===== src/rtl/ptmr_pkg.sv =====
package ptmr_pkg;
  localparam int unsigned ADDR_W = 5;
  localparam int unsigned WORD_W = 32;
  localparam int unsigned CNT_W  = 2 * WORD_W;

  localparam logic [ADDR_W-1:0] A_CTRL = 5'h00;
  localparam logic [ADDR_W-1:0] A_PHI  = 5'h04;
  localparam logic [ADDR_W-1:0] A_PLO  = 5'h08;
  localparam logic [ADDR_W-1:0] A_MODE = 5'h0C;
  localparam logic [ADDR_W-1:0] A_STAT = 5'h10;

  localparam int unsigned B_START = 0;
  localparam int unsigned B_STOP  = 1;
  localparam int unsigned B_LIVE  = 0;
  localparam int unsigned B_WPROT = 1;
  localparam int unsigned B_FLAG  = 0;
  localparam int unsigned B_RUN   = 1;
endpackage


===== src/rtl/ptmr_regs.sv =====
module ptmr_regs
  import ptmr_pkg::*;
(
  input  logic              clk_i,
  input  logic              rst_ni,
  input  logic              req_i,
  input  logic              we_i,
  input  logic [ADDR_W-1:0] addr_i,
  input  logic [WORD_W-1:0] wdata_i,
  output logic [WORD_W-1:0] rdata_o,
  input  logic              run_i,
  input  logic              flag_i,
  output logic              start_o,
  output logic              stop_o,
  output logic              restart_o,
  output logic [CNT_W-1:0]  load_val_o,
  output logic              flag_clr_o,
  output logic [WORD_W-1:0] lo_o,
  output logic [WORD_W-1:0] hi_o,
  output logic              live_o,
  output logic              wprot_o
);
  logic [WORD_W-1:0] lo_q, hi_q;
  logic live_q, wprot_q;
  logic wr, rd, per_ok, wr_lo, wr_hi;

  assign wr     = req_i & we_i;
  assign rd     = req_i & ~we_i;
  // live mode bypasses both protection and the running lock
  assign per_ok = live_q | (~wprot_q & ~run_i);
  assign wr_lo  = wr & (addr_i == A_PLO) & per_ok;
  assign wr_hi  = wr & (addr_i == A_PHI) & per_ok;

  assign stop_o     = wr & (addr_i == A_CTRL) & wdata_i[B_STOP];
  assign start_o    = wr & (addr_i == A_CTRL) & wdata_i[B_START] & ~wdata_i[B_STOP];
  assign restart_o  = wr_lo & live_q;
  assign load_val_o = restart_o ? {hi_q, wdata_i} : {hi_q, lo_q};
  assign flag_clr_o = rd & (addr_i == A_STAT);

  always_ff @(posedge clk_i or negedge rst_ni) begin
    if (!rst_ni) begin
      lo_q    <= '0;
      hi_q    <= '0;
      live_q  <= 1'b0;
      wprot_q <= 1'b0;
    end else begin
      if (wr_lo) lo_q <= wdata_i;
      if (wr_hi) hi_q <= wdata_i;
      if (wr && addr_i == A_MODE) begin
        live_q  <= wdata_i[B_LIVE];
        wprot_q <= wdata_i[B_WPROT];
      end
    end
  end

  always_comb begin
    rdata_o = '0;
    if (rd) begin
      unique case (addr_i)
        A_PLO:   rdata_o = lo_q;
        A_PHI:   rdata_o = hi_q;
        A_MODE:  begin
          rdata_o[B_LIVE]  = live_q;
          rdata_o[B_WPROT] = wprot_q;
        end
        A_STAT:  begin
          rdata_o[B_FLAG] = flag_i;
          rdata_o[B_RUN]  = run_i;
        end
        default: rdata_o = '0;
      endcase
    end
  end

  assign lo_o    = lo_q;
  assign hi_o    = hi_q;
  assign live_o  = live_q;
  assign wprot_o = wprot_q;
endmodule


===== src/rtl/ptmr_core.sv =====
module ptmr_core
  import ptmr_pkg::*;
(
  input  logic             clk_i,
  input  logic             rst_ni,
  input  logic             tick_i,
  input  logic             start_i,
  input  logic             stop_i,
  input  logic             restart_i,
  input  logic [CNT_W-1:0] load_val_i,
  input  logic             flag_clr_i,
  output logic             run_o,
  output logic             flag_o,
  output logic             irq_o,
  output logic [CNT_W-1:0] cnt_o,
  output logic [CNT_W-1:0] act_o
);
  logic [CNT_W-1:0] cnt_q, act_q, term;
  logic run_q, flag_q, irq_q, hit, ctl, evt;

  // zero period acts as one tick
  assign term = (act_q == '0) ? '0 : act_q - 1'b1;
  assign hit  = cnt_q >= term;
  assign ctl  = stop_i | start_i | restart_i;
  assign evt  = run_q & tick_i & hit & ~ctl;

  always_ff @(posedge clk_i or negedge rst_ni) begin
    if (!rst_ni) begin
      cnt_q <= '0;
      act_q <= '0;
      run_q <= 1'b0;
      irq_q <= 1'b0;
    end else begin
      irq_q <= 1'b0;
      if (stop_i) begin
        run_q <= 1'b0;
        cnt_q <= '0;
      end else if (start_i) begin
        run_q <= 1'b1;
        cnt_q <= '0;
        act_q <= load_val_i;
      end else if (restart_i) begin
        cnt_q <= '0;
        act_q <= load_val_i;
      end else if (run_q && tick_i) begin
        if (hit) begin
          cnt_q <= '0;
          irq_q <= 1'b1;
        end else begin
          cnt_q <= cnt_q + 1'b1;
        end
      end
    end
  end

  // set has priority over read-clear
  always_ff @(posedge clk_i or negedge rst_ni) begin
    if (!rst_ni)         flag_q <= 1'b0;
    else if (evt)        flag_q <= 1'b1;
    else if (flag_clr_i) flag_q <= 1'b0;
  end

  assign run_o  = run_q;
  assign flag_o = flag_q;
  assign irq_o  = irq_q;
  assign cnt_o  = cnt_q;
  assign act_o  = act_q;
endmodule


===== src/rtl/ptmr_top.sv =====
module ptmr_top
  import ptmr_pkg::*;
(
  input  logic              clk_i,
  input  logic              rst_ni,
  input  logic              tick_i,
  input  logic              req_i,
  input  logic              we_i,
  input  logic [ADDR_W-1:0] addr_i,
  input  logic [WORD_W-1:0] wdata_i,
  output logic [WORD_W-1:0] rdata_o,
  output logic              irq_o
);
  logic start, stop, restart, flag_clr, run, flag, live, wprot;
  logic [CNT_W-1:0]  load_val, cnt, act;
  logic [WORD_W-1:0] lo, hi;

  ptmr_regs u_regs (
    .clk_i, .rst_ni, .req_i, .we_i, .addr_i, .wdata_i, .rdata_o,
    .run_i(run), .flag_i(flag),
    .start_o(start), .stop_o(stop), .restart_o(restart),
    .load_val_o(load_val), .flag_clr_o(flag_clr),
    .lo_o(lo), .hi_o(hi), .live_o(live), .wprot_o(wprot)
  );

  ptmr_core u_core (
    .clk_i, .rst_ni, .tick_i,
    .start_i(start), .stop_i(stop), .restart_i(restart),
    .load_val_i(load_val), .flag_clr_i(flag_clr),
    .run_o(run), .flag_o(flag), .irq_o, .cnt_o(cnt), .act_o(act)
  );
endmodule


===== config.mk =====
export PLATFORM = sky130hd
export DESIGN_NAME = ptmr_top
export DESIGN_NICKNAME = d
export VERILOG_FILES = /design/src/rtl/ptmr_pkg.sv /design/src/rtl/ptmr_regs.sv /design/src/rtl/ptmr_core.sv /design/src/rtl/ptmr_top.sv
export SDC_FILE = /design/constraint.sdc
export NUM_CORES = 1
export LEC_CHECK = 0
export ABC_CLOCK_PERIOD_IN_PS = 15000
export BUFFER_PORTS_ARGS = -buffer_cell sky130_fd_sc_hd__buf_2
export CORE_MARGIN = 2
export CORE_UTILIZATION = 45
export DETAILED_ROUTE_END_ITERATION = 6
export SYNTH_ARGS = -nofsm -noshare
export SYNTH_HDL_FRONTEND = slang
export SYNTH_SLANG_ARGS = --single-unit

===== constraint.sdc =====
create_clock -name clk_i -period 15 [get_ports clk_i]
set_input_delay 2.25 -clock clk_i [delete_from_list [all_inputs] [get_ports clk_i]]
set_output_delay 2.25 -clock clk_i [all_outputs]
set_load 0.02 [all_outputs]

==> results of run 1 <==
-- path summary, 6_finish.rpt --
path / cells past startpoint / end / startpoint
setup / recovery: 15 / u_core.cnt_o[39] / u_core.act_o[35]
hold / removal: 1 / u_regs.lo_o[12] / u_regs.lo_o[12]
setup reg to reg: 15 / u_core.cnt_o[39] / u_core.act_o[35]
hold reg to reg: 1 / u_regs.lo_o[12] / u_regs.lo_o[12]
max in group asynchronous: 2 / u_regs.hi_o[15] / rst_ni
min in group asynchronous: 1 / u_core.cnt_o[4] / rst_ni
-- cells in the mapped netlist (6+ instances only) --
library cell    n
dfrtp_1       197
nor2_1        138
nand2_1       137
mux2_2         99
ha_1           67
a21oi_1        65
clkbuf_1       57
nor3_1         45
nand4_1        39
mux2i_1        38
nand3_1        35
xor2_1         35
a22oi_1        32
a22o_1         31
nor4_1         30
xnor2_1        21
a41o_1         19
a32oi_1        16
inv_1          16
o31ai_1        15
or3_1          15
or4_1          15
o41ai_1        14
o21ai_0        13
a41oi_1        11
nand2b_1       11
a21o_1         10
and3_1         10
buf_1          10
and4_1          9
or2_2           9
buf_2           8
a31oi_1         6
-- layout make-up --
| class | instances | area, um^2 | area share |
|---|---|---|---|
| Timing Repair Buffer | 92 | 514 | 0.0367 |
| Sequential cell | 197 | 4930 | 0.352 |
| Tap cell | 378 | 473 | 0.0337 |
| Clock inverter | 15 | 211 | 0.0151 |
| Multi-Input combinational cell | 1041 | 7410 | 0.528 |
| Clock buffer | 17 | 425 | 0.0303 |
| Inverter | 16 | 60.1 | 0.00428 |
-- logic make-up after synthesis --
group,count (synthesis),synth area share
mux,137,0.119
xor+xnor,56,0.0389
fa+ha+maj,67,0.0665
flops,197,0.391
compound gates,267,0.157
simple gates,514,0.199
buf+inv,92,0.0288
-- state kept, by name, indices dropped and copies added (netlist names) --
name and cells:
u_core.flag_o 1, u_core.act_o 64, u_regs.wprot_o 1, u_regs.live_o 1, u_core.cnt_o 64, u_regs.hi_o 32
u_core.irq_o 1, u_core.run_o 1, u_regs.lo_o 32
-- per-stage QoR --
stage          hold WS, ps  setup slack (ps)  total power, uW  cells
4_1_cts                540              8670             1570   1756
6_report               537              8640             1570   1756
3_3_place_gp           513              8810             1070   1724
2_1_floorplan          463              9210              935   1330
3_5_place_dp           520              8720             1080   1724
5_1_grt                549              8190             1660   1756
-- power by group through the flow --
stage          Clock, uW  Sequential (uW)  Combinational [uW]
3_3_place_gp           0              647                 422
4_1_cts              504              638                 431
3_5_place_dp           0              649                 429
5_1_grt              526              647                 484
6_report             495              640                 434
2_1_floorplan          0              625                 310
-- per-layer routing --
layer	vias to the layer above	part of all wire	global-route usage
met5	-	0	0
met4	0	0.018	0.0689
met3	39	0.059	0.0476
met2	345	0.45	0.382
met1	5220	0.47	0.364
li1	5088	-	-
-- worst max-delay path, cell delays in order, from the launching register on --
cell and delay [ps]:
dfrtp_1 410, or3_4 400, or4_1 470, or3_1 500, nor4_1 370, nand3_2 830, nand2_1 340, ha_1 190
nand4_1 130, nor3_1 390, a21boi_0 390, o41a_1 290, o2111a_1 820, nor3_2 80, buf_4 280, a221o_1 330
==> results by group, run 1 <==
Synthesis
  • Cells after Synth: 1,330
  • Yosys reg bits: 197
  • Mapped Area: 12,600 um^2
  • Syn Nets: 1,439
  • Async SR Flop Fraction: 1.00
  • Synth Area per Inst: 9.48 um^2
  • Distinct cell type count of the synthesized netlist: 60
  • Top cells by area, synth: dfrtp_1 (39%), mux2_2 (8.8%), ha_1 (6.6%), nor2_1 (4.1%), nand2_1 (4.1%)
  • Syn. warnings: 0
  • Most used flip-flop cell after synthesis: dfrtp_1
  • Post-synth top area share: 0.391
  • EDFF count, synth: 0
  • Post-synth top area cell: dfrtp_1
  • Register area share after synthesis: 0.391

Clock tree
  • H-tree depth: 4
  • Clock-pin slew on the worst setup and hold paths: 80 ps
  • Post-CTS resize count: 0
  • Clk root buf: clkbuf_16
  • CTS Sinks: 197
  • Hold buffers post-CTS: 0
  • CTS tree: yes
  • TritonCTS Buffers: 17
  • Clock Tree Buf Depth: 2
  • Setup Buffers After CTS: 0
  • Clk Latency, worst-skew pair: 450 ps

Flow run
  • Max-cap violations: 0

Floorplanning
  • DIE AREA: 29,400 um^2
  • Cell Rows: 61
  • Ports: 75
  • Die span in x: 171 um
  • Die Ht: 171 um
  • Core area: 27,700 um^2
  • Initial core utilization: 0.455

Finish
  • Most common cell after layout, fill and taps aside: dfrtp_1
  • Number of fillers in the final layout: 2,541
  • Commonest non-fill, non-tap cells in the layout: dfrtp_1 (197), nand2_1 (137), nor2_1 (136)
  • Layout area overhead: 11.2%
  • Antenna Cells: 0
  • Layout Utilization: 0.506
  • Final #Nets: 1,474
  • Share of layout cells above drive strength 1: 0.179
  • Post-Layout Inst Area: 14,000 um^2

Timing
  • Final min period: 6360 ps
  • Final Skew: 15.2 ps
  • Unrepaired setup endpoints after global routing: no
  • Final setup fails: 0
  • Final Cycle Share: 0.424
  • Final Hold Fails: 0
  • Setup TNS: 0 ps
  • Max Slew Vio Count: 0
  • Fmax: 157 MHz
  • Slew HR: 0.263
  • Least-Margin Pin Slew: 1100 ps

Critical path
  • Crit path DAT: 6690 ps
  • Crit path launch type: flop
  • Crit-path max FO: 58
  • Kind of end point of the critical path: flop
  • R2r setup slk: 8640 ps
  • Critical path data required time: 15,330 ps
  • Critical path type: flop to flop

Global route
  • Global Route Usage Sum: 0.251
  • First-pass GRT wire length: 57,500 um
  • Largest net degree at the start of global routing: 74
  • Number of global-route vias before repair: 10,200
  • Grt total ovfl: 0
  • Initial antenna violation count: 0

Power and ir drop
  • Sequential group share of total power: 0.408
  • Clock network power share: 0.316
  • Total power divided by cell area: 112 nW/um^2
  • Gate power share: 0.277
  • Net Sw Power: 584 uW
  • Leakage: 0.00628 uW
  • Pint: 984 uW
  • Switching share of power: 0.373
  • Maximum vdd drop: 0.0691 mV

Routing
  • Post-route ant nets: 0
  • Wire per inst: 20.3 um
  • DR vias/cell: 6.09
  • Post-Route WL: 35,600 um
  • Initial DRC count: 891
  • TritonRoute pass-1 iters: 7
  • Remaining DRCs: 0
  • Via count: 10,700

Place
  • Port buffer count: 74
  • Post-DP Area: 13,400 um^2
  • Hpwl dp: 25,300 um
  • RePlAce Congestion: 0.884

Hold path
  • Hold WC Path Type: flop to flop

Status
  • Status: finished, final reports clean
(Power assumes the default switching activity.)
==> run 2: changes to the inputs <==
--- a/config.mk
+++ b/config.mk
@@ -5,7 +5,8 @@
 export SDC_FILE = /design/constraint.sdc
 export NUM_CORES = 1
 export LEC_CHECK = 0
-export ABC_CLOCK_PERIOD_IN_PS = 15000
+export ABC_AREA = 1
+export ABC_CLOCK_PERIOD_IN_PS = 5800
 export BUFFER_PORTS_ARGS = -buffer_cell sky130_fd_sc_hd__buf_2
 export CORE_MARGIN = 2
 export CORE_UTILIZATION = 45
==> constraint.sdc (replaced) <==
create_clock -name clk_i -period 5.8 [get_ports clk_i]
set_input_delay 0.87 -clock clk_i [delete_from_list [all_inputs] [get_ports clk_i]]
set_output_delay 0.87 -clock clk_i [all_outputs]
set_load 0.02 [all_outputs]
==> run 2 against run 1 <==
Global-route usage grew 3.0 points; critical path depth is 6 higher; wire length increased by 28%; highest routed layer unchanged; clock skew decreased by 0.86 ps; via count rose by 31%; register-to-register slack worse by 7700 ps; power grew to 2.8 times the previous value; clock power rose to 2.6 times the previous value; final cell count is 47% higher; cell area increased by 12%; first-iteration DRC count grew 38%; clock-buffer cell count rose by 2.
==> results by group, run 2 <==
Status
  • Status: finished, final reports clean

Timing
  • Fmax: 205 MHz
  • Slew HR: 0.279
  • Final Cycle Share: 0.840
  • Unrepaired setup endpoints after global routing: no
  • Final hold slack: 406 ps
  • Max Slew Vio Count: 0
  • Final setup fails: 0
  • Setup ws final: 931 ps
  • Final min period: 4870 ps
  • Setup TNS: 0 ps
  • Least-Margin Pin Slew: 1080 ps
  • Final Hold Fails: 0
  • Final Skew: 14.4 ps

Routing
  • Via count: 14,000
  • DR vias/cell: 5.43
  • Wire per inst: 17.7 um
  • Post-route ant nets: 0
  • Remaining DRCs: 0
  • Initial DRC count: 1,227
  • Post-Route WL: 45,700 um
  • TritonRoute pass-1 iters: 5

Synthesis
  • EDFF count, synth: 0
  • Post-synth top cells: nand2_1 (542), inv_1 (282), nor2_1 (251)
  • Cells after Synth: 2,125
  • Syn. warnings: 0
  • Syn Nets: 2,234
  • Post-synth top area share: 0.342
  • Synth Area per Inst: 6.79 um^2
  • Distinct cell type count of the synthesized netlist: 48
  • Count leader, synth: nand2_1
  • Post-synth top area cell: dfrtp_1
  • Async SR Flop Fraction: 1.00
  • Top cells by area, synth: dfrtp_1 (34%), nand2_1 (14%), inv_1 (7.3%), o21ai_0 (7.1%), nor2_1 (6.5%)
  • Register area share after synthesis: 0.342
  • Most used flip-flop cell after synthesis: dfrtp_1
  • Mapped Area: 14,400 um^2
  • Yosys reg bits: 197

Global route
  • Met3 Usage GRT: 0.0351
  • Global Route Usage Sum: 0.281
  • Number of global-route vias before repair: 13,000
  • GR met2 Demand/Resource: 0.438
  • Top Usage Layer GRT: met2
  • First-pass GRT wire length: 73,300 um
  • Grt total ovfl: 0
  • M1 GR Usage: 0.414
  • Initial antenna violation count: 0
  • Largest net degree at the start of global routing: 132

Critical path
  • Critical path data required time: 6150 ps
  • Crit path DAT: 5220 ps
  • Kind of end point of the critical path: flop
  • Worst Setup SP: u_core.act_o[49]
  • Crit-path max FO: 43
  • Reg2reg start: u_core.act_o[49]
  • Crit path launch type: flop
  • Critical path type: flop to flop

Hold path
  • Hold WC Path Type: input pin to async pin

Clock tree
  • H-tree depth: 4
  • Clk Latency, worst-skew pair: 460 ps
  • Setup Buffers After CTS: 0
  • Post-CTS resize count: 0
  • Clk root buf: clkbuf_16
  • Hold buffers post-CTS: 0
  • Clock-pin slew on the worst setup and hold paths: 80 ps
  • TritonCTS Buffers: 17
  • Clock Tree Buf Depth: 2
  • CTS tree: yes
  • CTS Sinks: 197

Floorplanning
  • Ports: 75
  • DIE AREA: 33,500 um^2
  • Die span in x: 183 um
  • Core area: 31,600 um^2
  • Die Ht: 183 um
  • Initial core utilization: 0.457
  • Cell Rows: 65

Power and ir drop
  • Maximum vdd drop: 0.197 mV
  • Total power divided by cell area: 274 nW/um^2
  • Leakage: 0.00756 uW

Place
  • Port buffer count: 74
  • Hpwl dp: 34,900 um
  • RePlAce Congestion: 1.01
  • Dpl ws: 992 ps
  • Dpl cells: 2,547

Finish
  • Final #Nets: 2,273
  • Share of layout cells above drive strength 1: 0.105
  • Most common cell after layout, fill and taps aside: nand2_1
  • Antenna Cells: 0
  • Commonest non-fill, non-tap cells in the layout: nand2_1 (541), inv_1 (282), nor2_1 (251)
  • Layout area overhead: 9.14%
  • Non-Filler Instances: 2,579

Flow run
  • Max-cap violations: 0
run 2: worst max-delay path: stages, from the launching register on:
cell,delay [ps]
dfrtp_1,420
nor2_1,150
inv_1,70
nor2_1,140
inv_1,70
nor2_1,190
inv_1,140
nor3_1,300
nand4_1,590
a21boi_0,310
o21ai_0,150
ha_1,290
nand2_1,70
nor2_1,60
nand4_1,90
nor2_1,80
nand3_1,110
nand2_1,70
nor2_2,70
buf_4,220
nand4_4,700
o21ai_0,430
run 2: final cells by class:
class | instances | area, um^2
inverter | 296 | 1110
timing repair buffer | 88 | 497
multi-input combinational | 1564 | 8080
clock inverter | 13 | 190
fill | 3250 | 15800
sequential | 197 | 4930
clock buffer | 19 | 433
tap | 402 | 503
run 2: power by group:
part | internal, uW | total (uW) | switching (uW)
logic | 433 | 1070 | 636
registers | 1600 | 1950 | 341
clock network | 695 | 1300 | 604
run 2: per-stage QoR:
stage                      util  total power, uW  cell area [um^2]
after CTS                 0.499             4340             15700
after global placement    0.479             2990             15100
final                     0.499             4310             15700
after detailed placement  0.479             3030             15100
after floorplan               -             2670             14400
after global routing      0.499             4590             15700
run 2: final timing paths:
kind,end,depth (start not counted),slack [ps]
setup / recovery,u_core.cnt_o[1],21,930
hold / removal,u_core.cnt_o[8],1,410
setup reg to reg,u_core.cnt_o[1],21,930
hold reg to reg,u_regs.lo_o[10],2,510
max in group asynchronous,u_regs.lo_o[28],2,4210
min in group clk_i,u_regs.lo_o[10],2,510
run 2: cell families (layout without fill, tap and decap cells):
family                     Yosys count  in the layout  synth area share
xor gates and xnor gates            11             11           0.00668
adders and majority gates           67             67            0.0581
AOI/OAI and AO/OA                  367            367             0.144
buffers and inverters              364            416            0.0991
and+or+nand+nor                   1119           1119             0.351
DFF                                197            197             0.342
run 2: routing by layer:
| layer | share of wire | routed length (um) | vias up |
|---|---|---|---|
| met1 | 0.48 | 22100 | 6543 |
| met2 | 0.45 | 20400 | 433 |
| li1 | - | - | 6976 |
| met3 | 0.052 | 2380 | 45 |
| met5 | 0 | 0 | - |
| met4 | 0.016 | 743 | 0 |
